`src/rtl/dram_refresh_sequencer.sv`:
```
module dram_refresh_sequencer #(
  parameter int ROW_W    = 10,
  parameter int INTERVAL = 390,
  parameter int BANKS    = 4
) (
  input  logic             clk,
  input  logic             rst_n,
  input  logic [1:0]       timing_code,
  input  logic             refresh_inhibit,
  input  logic             ext_refresh,
  input  logic             access_ras_active,
  output logic             refresh_in_progress,
  output logic             hold_access,
  output logic [BANKS-1:0] refresh_ras,
  output logic [ROW_W-1:0] refresh_row
);
  localparam int TMR_W = (INTERVAL > 2) ? $clog2(INTERVAL) : 1;

  typedef enum logic [1:0] {IDLE, LEAD, LOW, PRE} phase_t;

  phase_t           phase;
  logic [TMR_W-1:0] tmr;
  logic             pend;
  logic [1:0]       code_q;
  logic [2:0]       cnt;
  logic [2:0]       low_len, pre_len;
  logic             expire, start;

  always_comb begin
    case (code_q)
      2'b00:   begin low_len = 3'd2; pre_len = 3'd1; end
      2'b01:   begin low_len = 3'd3; pre_len = 3'd2; end
      2'b10:   begin low_len = 3'd2; pre_len = 3'd2; end
      default: begin low_len = 3'd4; pre_len = 3'd3; end
    endcase
  end

  assign expire = !refresh_inhibit && (tmr == TMR_W'(INTERVAL - 1));
  assign start  = (phase == IDLE) && !access_ras_active &&
                  (refresh_inhibit ? ext_refresh : pend);

  always_ff @(posedge clk or negedge rst_n) begin
    if (!rst_n) begin
      tmr  <= '0;
      pend <= 1'b0;
    end else if (refresh_inhibit) begin
      tmr  <= '0;
      pend <= 1'b0;
    end else begin
      tmr  <= expire ? '0 : tmr + 1'b1;
      pend <= expire || (pend && !start);
    end
  end

  always_ff @(posedge clk or negedge rst_n) begin
    if (!rst_n) begin
      phase  <= IDLE;
      cnt    <= '0;
      code_q <= 2'b00;
    end else begin
      case (phase)
        IDLE: if (start) begin
          phase  <= LEAD;
          code_q <= timing_code;
        end
        LEAD: begin
          phase <= LOW;
          cnt   <= low_len - 3'd1;
        end
        LOW: if (cnt == 3'd0) begin
          phase <= PRE;
          cnt   <= pre_len - 3'd1;
        end else cnt <= cnt - 3'd1;
        default: if (cnt == 3'd0) phase <= IDLE;
                 else cnt <= cnt - 3'd1;
      endcase
    end
  end

  always_ff @(posedge clk or negedge rst_n) begin
    if (!rst_n)                             refresh_row <= '0;
    else if (ext_refresh && !refresh_inhibit) refresh_row <= '0;
    else if (phase == LOW && cnt == 3'd0)   refresh_row <= refresh_row + 1'b1;
  end

  assign refresh_in_progress = (phase == LEAD) || (phase == LOW);
  assign hold_access         = (phase != IDLE);
  assign refresh_ras         = {BANKS{phase == LOW}};
endmodule

```
`config.mk`:
```
export PLATFORM = sky130hd
export DESIGN_NAME = dram_refresh_sequencer
export DESIGN_NICKNAME = d
export VERILOG_FILES = /design/src/rtl/dram_refresh_sequencer.sv
export SDC_FILE = /design/constraint.sdc
export NUM_CORES = 1
export LEC_CHECK = 0
export BUFFER_PORTS_ARGS = -buffer_cell sky130_fd_sc_hd__buf_2
export CAP_MARGIN = 0
export CORE_MARGIN = 3
export CORE_UTILIZATION = 60
export CTS_CLUSTER_SIZE = 10
export DETAILED_ROUTE_END_ITERATION = 8
export PLACE_DENSITY = 0.81
export SLEW_MARGIN = 20
export SYNTH_ARGS = -nofsm -noshare
export SYNTH_HDL_FRONTEND = slang
export SYNTH_SLANG_ARGS = --single-unit
export TNS_END_PERCENT = 50
```
`constraint.sdc`:
```
create_clock -name clk -period 5.3 [get_ports clk]
set_clock_uncertainty 0.15 [all_clocks]
set_input_delay 0.265 -clock clk [delete_from_list [all_inputs] [get_ports clk]]
set_output_delay 0.265 -clock clk [all_outputs]
set_load 0.01 [all_outputs]
```
* Yosys cells after proc, flatten, opt, wreduce, memory -nomap -nowiden *
Index checks and enable logic that the tools add are counted.

word-level totals
  flip-flop bits (word level) = 27
  latch bits = 0
  bits in writable memories = 0
  ROM bits = 0
  output and inout port bits = 16
  logic and storage cells = 57
  memories kept = 0

cells by class
  $add $sub $neg = 5
  multiply operators = 0
  div/mod/pow operators = 0
  magnitude comparators = 0
  equal/unequal tests = 8
  shift-type cells = 0
  mux-type cells = 15
  bitwise operators = 1
  reduce and logical (&&, ||, !) cells = 22

operators with widths
  kind                                                                    count
  10-bit 2-to-1 mux                                                       2
  9-bit 2-to-1 mux                                                        2
  10-bit by 1-bit adder with 10-bit output (second input constant)        1
  9-bit by 1-bit adder with 9-bit output (second input constant)          1
  9-bit equality test (second input constant)                             1
  3-bit case mux with 3 select lines                                      1
  3-bit by 1-bit subtractor with 3-bit output (second input constant)     3
  1-bit logical AND                                                       6
  2-bit 2-to-1 mux                                                        3
  3-bit 2-to-1 mux                                                        2
  2-bit case mux with 3 select lines                                      1
  3-bit case mux with 2 select lines                                      1
  2-bit by 1-bit equality test with 1-bit output (second input constant)  2
  2-bit equality test (second input constant)                             2
  2-bit zero test                                                         2
  2-bit case mux with 2 select lines                                      1
  2-bit AND reduction                                                     2
  2-bit nonzero test                                                      2
  2-bit OR reduction                                                      2
  1-bit zero test                                                         3
  3-bit zero test                                                         1
  3-bit by 2-bit != test with 1-bit output (second input constant)        1
  3-bit AND reduction                                                     1
  3-bit nonzero test                                                      1
  5 further kinds                                                         7

* Longest topological paths before layout *
  depth in word-level cells = 7
  gate-level depth with buffers = 7
  gate-level depth less buffers = 6

* Worst setup path before layout *
Ideal clock, no wire load.

  path kind = register -> register
  from = reg phase[0]
  to = reg cnt[1]
  setup time = 0.125 ns
  arrival time = 1.606 ns
  required time = 5.025 ns
  path slack = 3.420 ns
  cell stages (with the launch flop) = 8
  path buffers = 1
  cell sequence = dfrtp_1 > inv_1 > ha_1 > and3b_1 > buf_2 > a22oi_1 > o22ai_1 > mux2_2

on the way
  word-level cells in the longest chain between the ends = 3
  elaborated cells between the ends (all ways) = 7
  classes of those cells = eq/ne: 3; mux: 1; bitwise: 1; reduce/logical: 2

RTL lines
  element                                                    line  text
  start: declaration                                         21    phase_t phase;
  start signal: assignment                                   57    phase <= IDLE;
  start signal: assignment                                   63    phase <= LEAD;
  start signal: assignment                                   67    phase <= LOW;
  2-bit equality test (*)                                    --
  net refresh_ras[0]                                         14    output logic [BANKS-1:0] refresh_ras,
  3-bit by 2-bit != test with 1-bit output (no source line)  --
  2-bit AND reduction (no source line)                       --
  end signal: assignment                                     68    cnt <= low_len - 3'd1;
  end signal: assignment                                     72    cnt <= pre_len - 3'd1;
  end signal: assignment                                     73    end else cnt <= cnt - 3'd1;
  end: declaration                                           25    logic [2:0] cnt;

The timed path passes the listed nets; every way through them passes the cells marked *.
A chain may end at the register's enable or synchronous reset.

* Worst setup path in the final report *
  from = reg phase[0]
  to = reg cnt[1]

on the way
  word-level cells in the longest chain between the ends = 3
  elaborated cells between the ends (all ways) = 7
  classes of those cells = eq/ne: 3; mux: 1; bitwise: 1; reduce/logical: 2

RTL lines
  element                                                                                      line  text
  2-bit equality test (tied with other cells)                                                  61    case (phase)
  3-bit by 2-bit != test with 1-bit output (no source line) or 1-bit inverter (tied branches)  --
  2-bit AND reduction (no source line)                                                         --

Several ways; a longest one is shown, not always the timed one.

==> impl_metrics.ini <==
[clock_tree]
numCtsBuffers = 3
postCtsResizedCells = 0
cts.sinks = 27
tritoncts = built
clk_pin_slew_ns = 0.15
clk_path_buf_depth = 2
clk_latency_ns = 0.33
clock-root-buffer = clkbuf_4
h-tree-depth = 1

[floorplan]
rows = 17
fp.dieArea_um2 = 3223
dieWidth_um = 56.77
start_util = 0.6670
core_um2 = 2318
fp.dieH_um = 56.77
io_pins = 23

[setup_path]
rrSetupSlack_ns = 3.30
cp_slowest_stage_delay_ns = 0.43
crit_chain = inv_1 -> ha_1 -> and3b_1 -> a22oi_1 -> o22ai_1 -> mux2_2
critical_path.endpoint_type = flop
crit_type = reg -> reg
cp_top_family = flip-flops
critPathSlowestCell = dfrtp_1
cp-start-kind = flop
path_buf_inv = 1
critical_path_arrival_ns = 2.08
critPathRequiredTime_ns = 5.39
crit_fanout = 10

[yosys]
yosysSeqAreaShare = 0.4369
synthArstFlopShare = 1.000
avgSynthCellArea_um2 = 9.913
syn_nets = 177
yosysWarnings = 0
synth-seq-cells = 27
synth_cell_types = 33
synth_top_flop_cell = dfrtp_1
netlist_instances = 156
netlist_area_um2 = 1546
synth_edf_count = 0

[routing]
wire_per_inst_um = 13.21
wirelength_um = 2748
vias = 1141
ant_nets = 0
drc = 0
drt-initial-drc-count = 25
viasPerCell = 5.486
dr.pass1.iters = 5

[sta]
period_share = 0.3769
setup_viol = 0
max_freq_ghz = 0.5006
maxSlewViolCount = 0
tns_ns = 0
finalHoldViolCount = 0
worst_pin_slew_ns = 0.7268
whs_ns = 0.1557
slew_headroom = 0.5145
rsz0062_at_grt = no
period_minus_slack_ns = 1.998

[finish]
nNetsFinal = 202
n_fill_cell = 170
final_common_cell = dfrtp_1
drive_above_1_share = 0.1722
layout_common_cells = dfrtp_1, nor2_1, buf_2
syn2layout_area_growth_pct = 11.17
n_antenna_cell = 0

[job]
cap_violations = 0

[grt]
grt_util_all_layers = 0.1887
overflow = 0
grt_antenna_before_repair = 0
grt_pass1_vias = 1129
grt_pass1_wl_um = 4761
grt_max_degree = 28

[power_and_ir_drop]
p_sw_frac = 0.4033
leakagePower_nw = 0.8479
internal_power_mw = 0.4194
p_total_mw = 0.7028
combPwrFrac = 0.480
power.share.clock = 0.131
vdd_drop_max_v = 0.0004326
p_switching_mw = 0.2834
p_per_area_nw_per_um2 = 408.8
power_frac_seq = 0.388

[placed_design]
io_buffer_count = 22
dp_hpwl_um = 2011
finalWeightedCongestion = 0.7718

[hold_path]
hold_class = in -> reg

[outcome]
status = finished, final reports clean
==> area by class of cell <==
| type | instances | area, µm² | share of cell area |
|---|---|---|---|
| clock inverter | 1 | 7.507 | 0.004367 |
| timing repair buffer | 26 | 150.1 | 0.08734 |
| multi-input combinational | 112 | 787.0 | 0.4578 |
| inverter | 11 | 41.29 | 0.02402 |
| sequential | 27 | 675.6 | 0.3930 |
| clock buffer | 3 | 22.52 | 0.01310 |
| tap | 28 | 35.03 | 0.02038 |
==> path summary, 6_finish.rpt <==
| path | to | cells after the start | startpoint |
|---|---|---|---|
| max | cnt[1] | 6 | phase[0] |
| min | pend | 4 | access_ras_active |
| max reg2reg | cnt[1] | 6 | phase[0] |
| min reg2reg | tmr[0] | 1 | tmr[0] |
| max in group asynchronous | tmr[8] | 2 | rst_n |
| min in group asynchronous | refresh_row[5] | 2 | rst_n |
==> synthesized netlist by cell type, types with 2 or more instances <==
cell type / count / area share
dfrtp_1: 27 / 0.44
nor2_1: 24 / 0.058
ha_1: 14 / 0.11
inv_1: 11 / 0.027
xnor2_1: 11 / 0.062
nand2_1: 10 / 0.024
nor3_1: 6 / 0.019
a21oi_1: 4 / 0.013
mux2i_1: 4 / 0.026
nand3_1: 4 / 0.013
o21ai_0: 4 / 0.013
xor2_1: 4 / 0.023
buf_4: 3 / 0.015
nand2b_1: 3 / 0.012
nand4_1: 3 / 0.012
o22ai_1: 3 / 0.012
mux2_2: 2 / 0.015
nor2b_1: 2 / 0.0081
nor4_2: 2 / 0.016
o21bai_1: 2 / 0.0097
==> timing repair <==
action | in CTS | in global routing
setup endpoints to repair | 0 | 0
endpoints found under the hold margin | 30 | 0
buffers inserted | 0 | 0
hold buffers | 4 | 0
==> flip-flops by register name, summed over array words and instances (netlist names) <==
name,cells
pend,1
code_q,2
tmr,9
refresh_row,10
phase,2
cnt,3
==> through the flow <==
| step | area (µm²) | utilization | instances | setup WS, ns |
|---|---|---|---|---|
| after CTS | 1719 | 0.7415 | 208 | 3.302 |
| final | 1719 | 0.7415 | 208 | 3.302 |
| after detailed placement | 1649 | 0.7113 | 200 | 3.328 |
| after global routing | 1719 | 0.7415 | 208 | 3.141 |
| after floorplan | 1546 | - | 156 | 3.420 |
| after global placement | 1649 | 0.7113 | 200 | 3.420 |
==> tightest hold or removal path, stage by stage <==
cell,delay [ns]
buf_2,0.07
nand2b_1,0.11
a21oi_1,0.07
nor2_1,0.09
==> power groups by stage <==
| stage | sequential [mW] | combinational [mW] | clock, mW |
|---|---|---|---|
| 2_1_floorplan | 0.273 | 0.265 | 0 |
| 3_3_place_gp | 0.275 | 0.320 | 0 |
| 3_5_place_dp | 0.277 | 0.332 | 0 |
| 4_1_cts | 0.273 | 0.339 | 0.0964 |
| 5_1_grt | 0.280 | 0.382 | 0.105 |
| 6_report | 0.273 | 0.338 | 0.0923 |
==> kinds of logic after synthesis <==
family | Yosys count | share of synthesized area
multiplexers | 6 | 0.04045
flip-flops | 27 | 0.4369
XOR/XNOR | 15 | 0.08495
AND/OR/NAND/NOR | 60 | 0.2031
buffers and inverters | 17 | 0.05420
adder cells (fa/ha/maj) | 14 | 0.1133
AO/OA/AOI/OAI | 17 | 0.06715
==> routing by layer <==
layer | up-vias | part of all wire | GRT usage
met5 | - | 0 | 0
met2 | 26 | 0.47 | 0.3234
li1 | 571 | - | -
met3 | 4 | 0.040 | 0.02299
met1 | 540 | 0.47 | 0.2266
met4 | 0 | 0.020 | 0.1060
(Power assumes the default switching activity.)
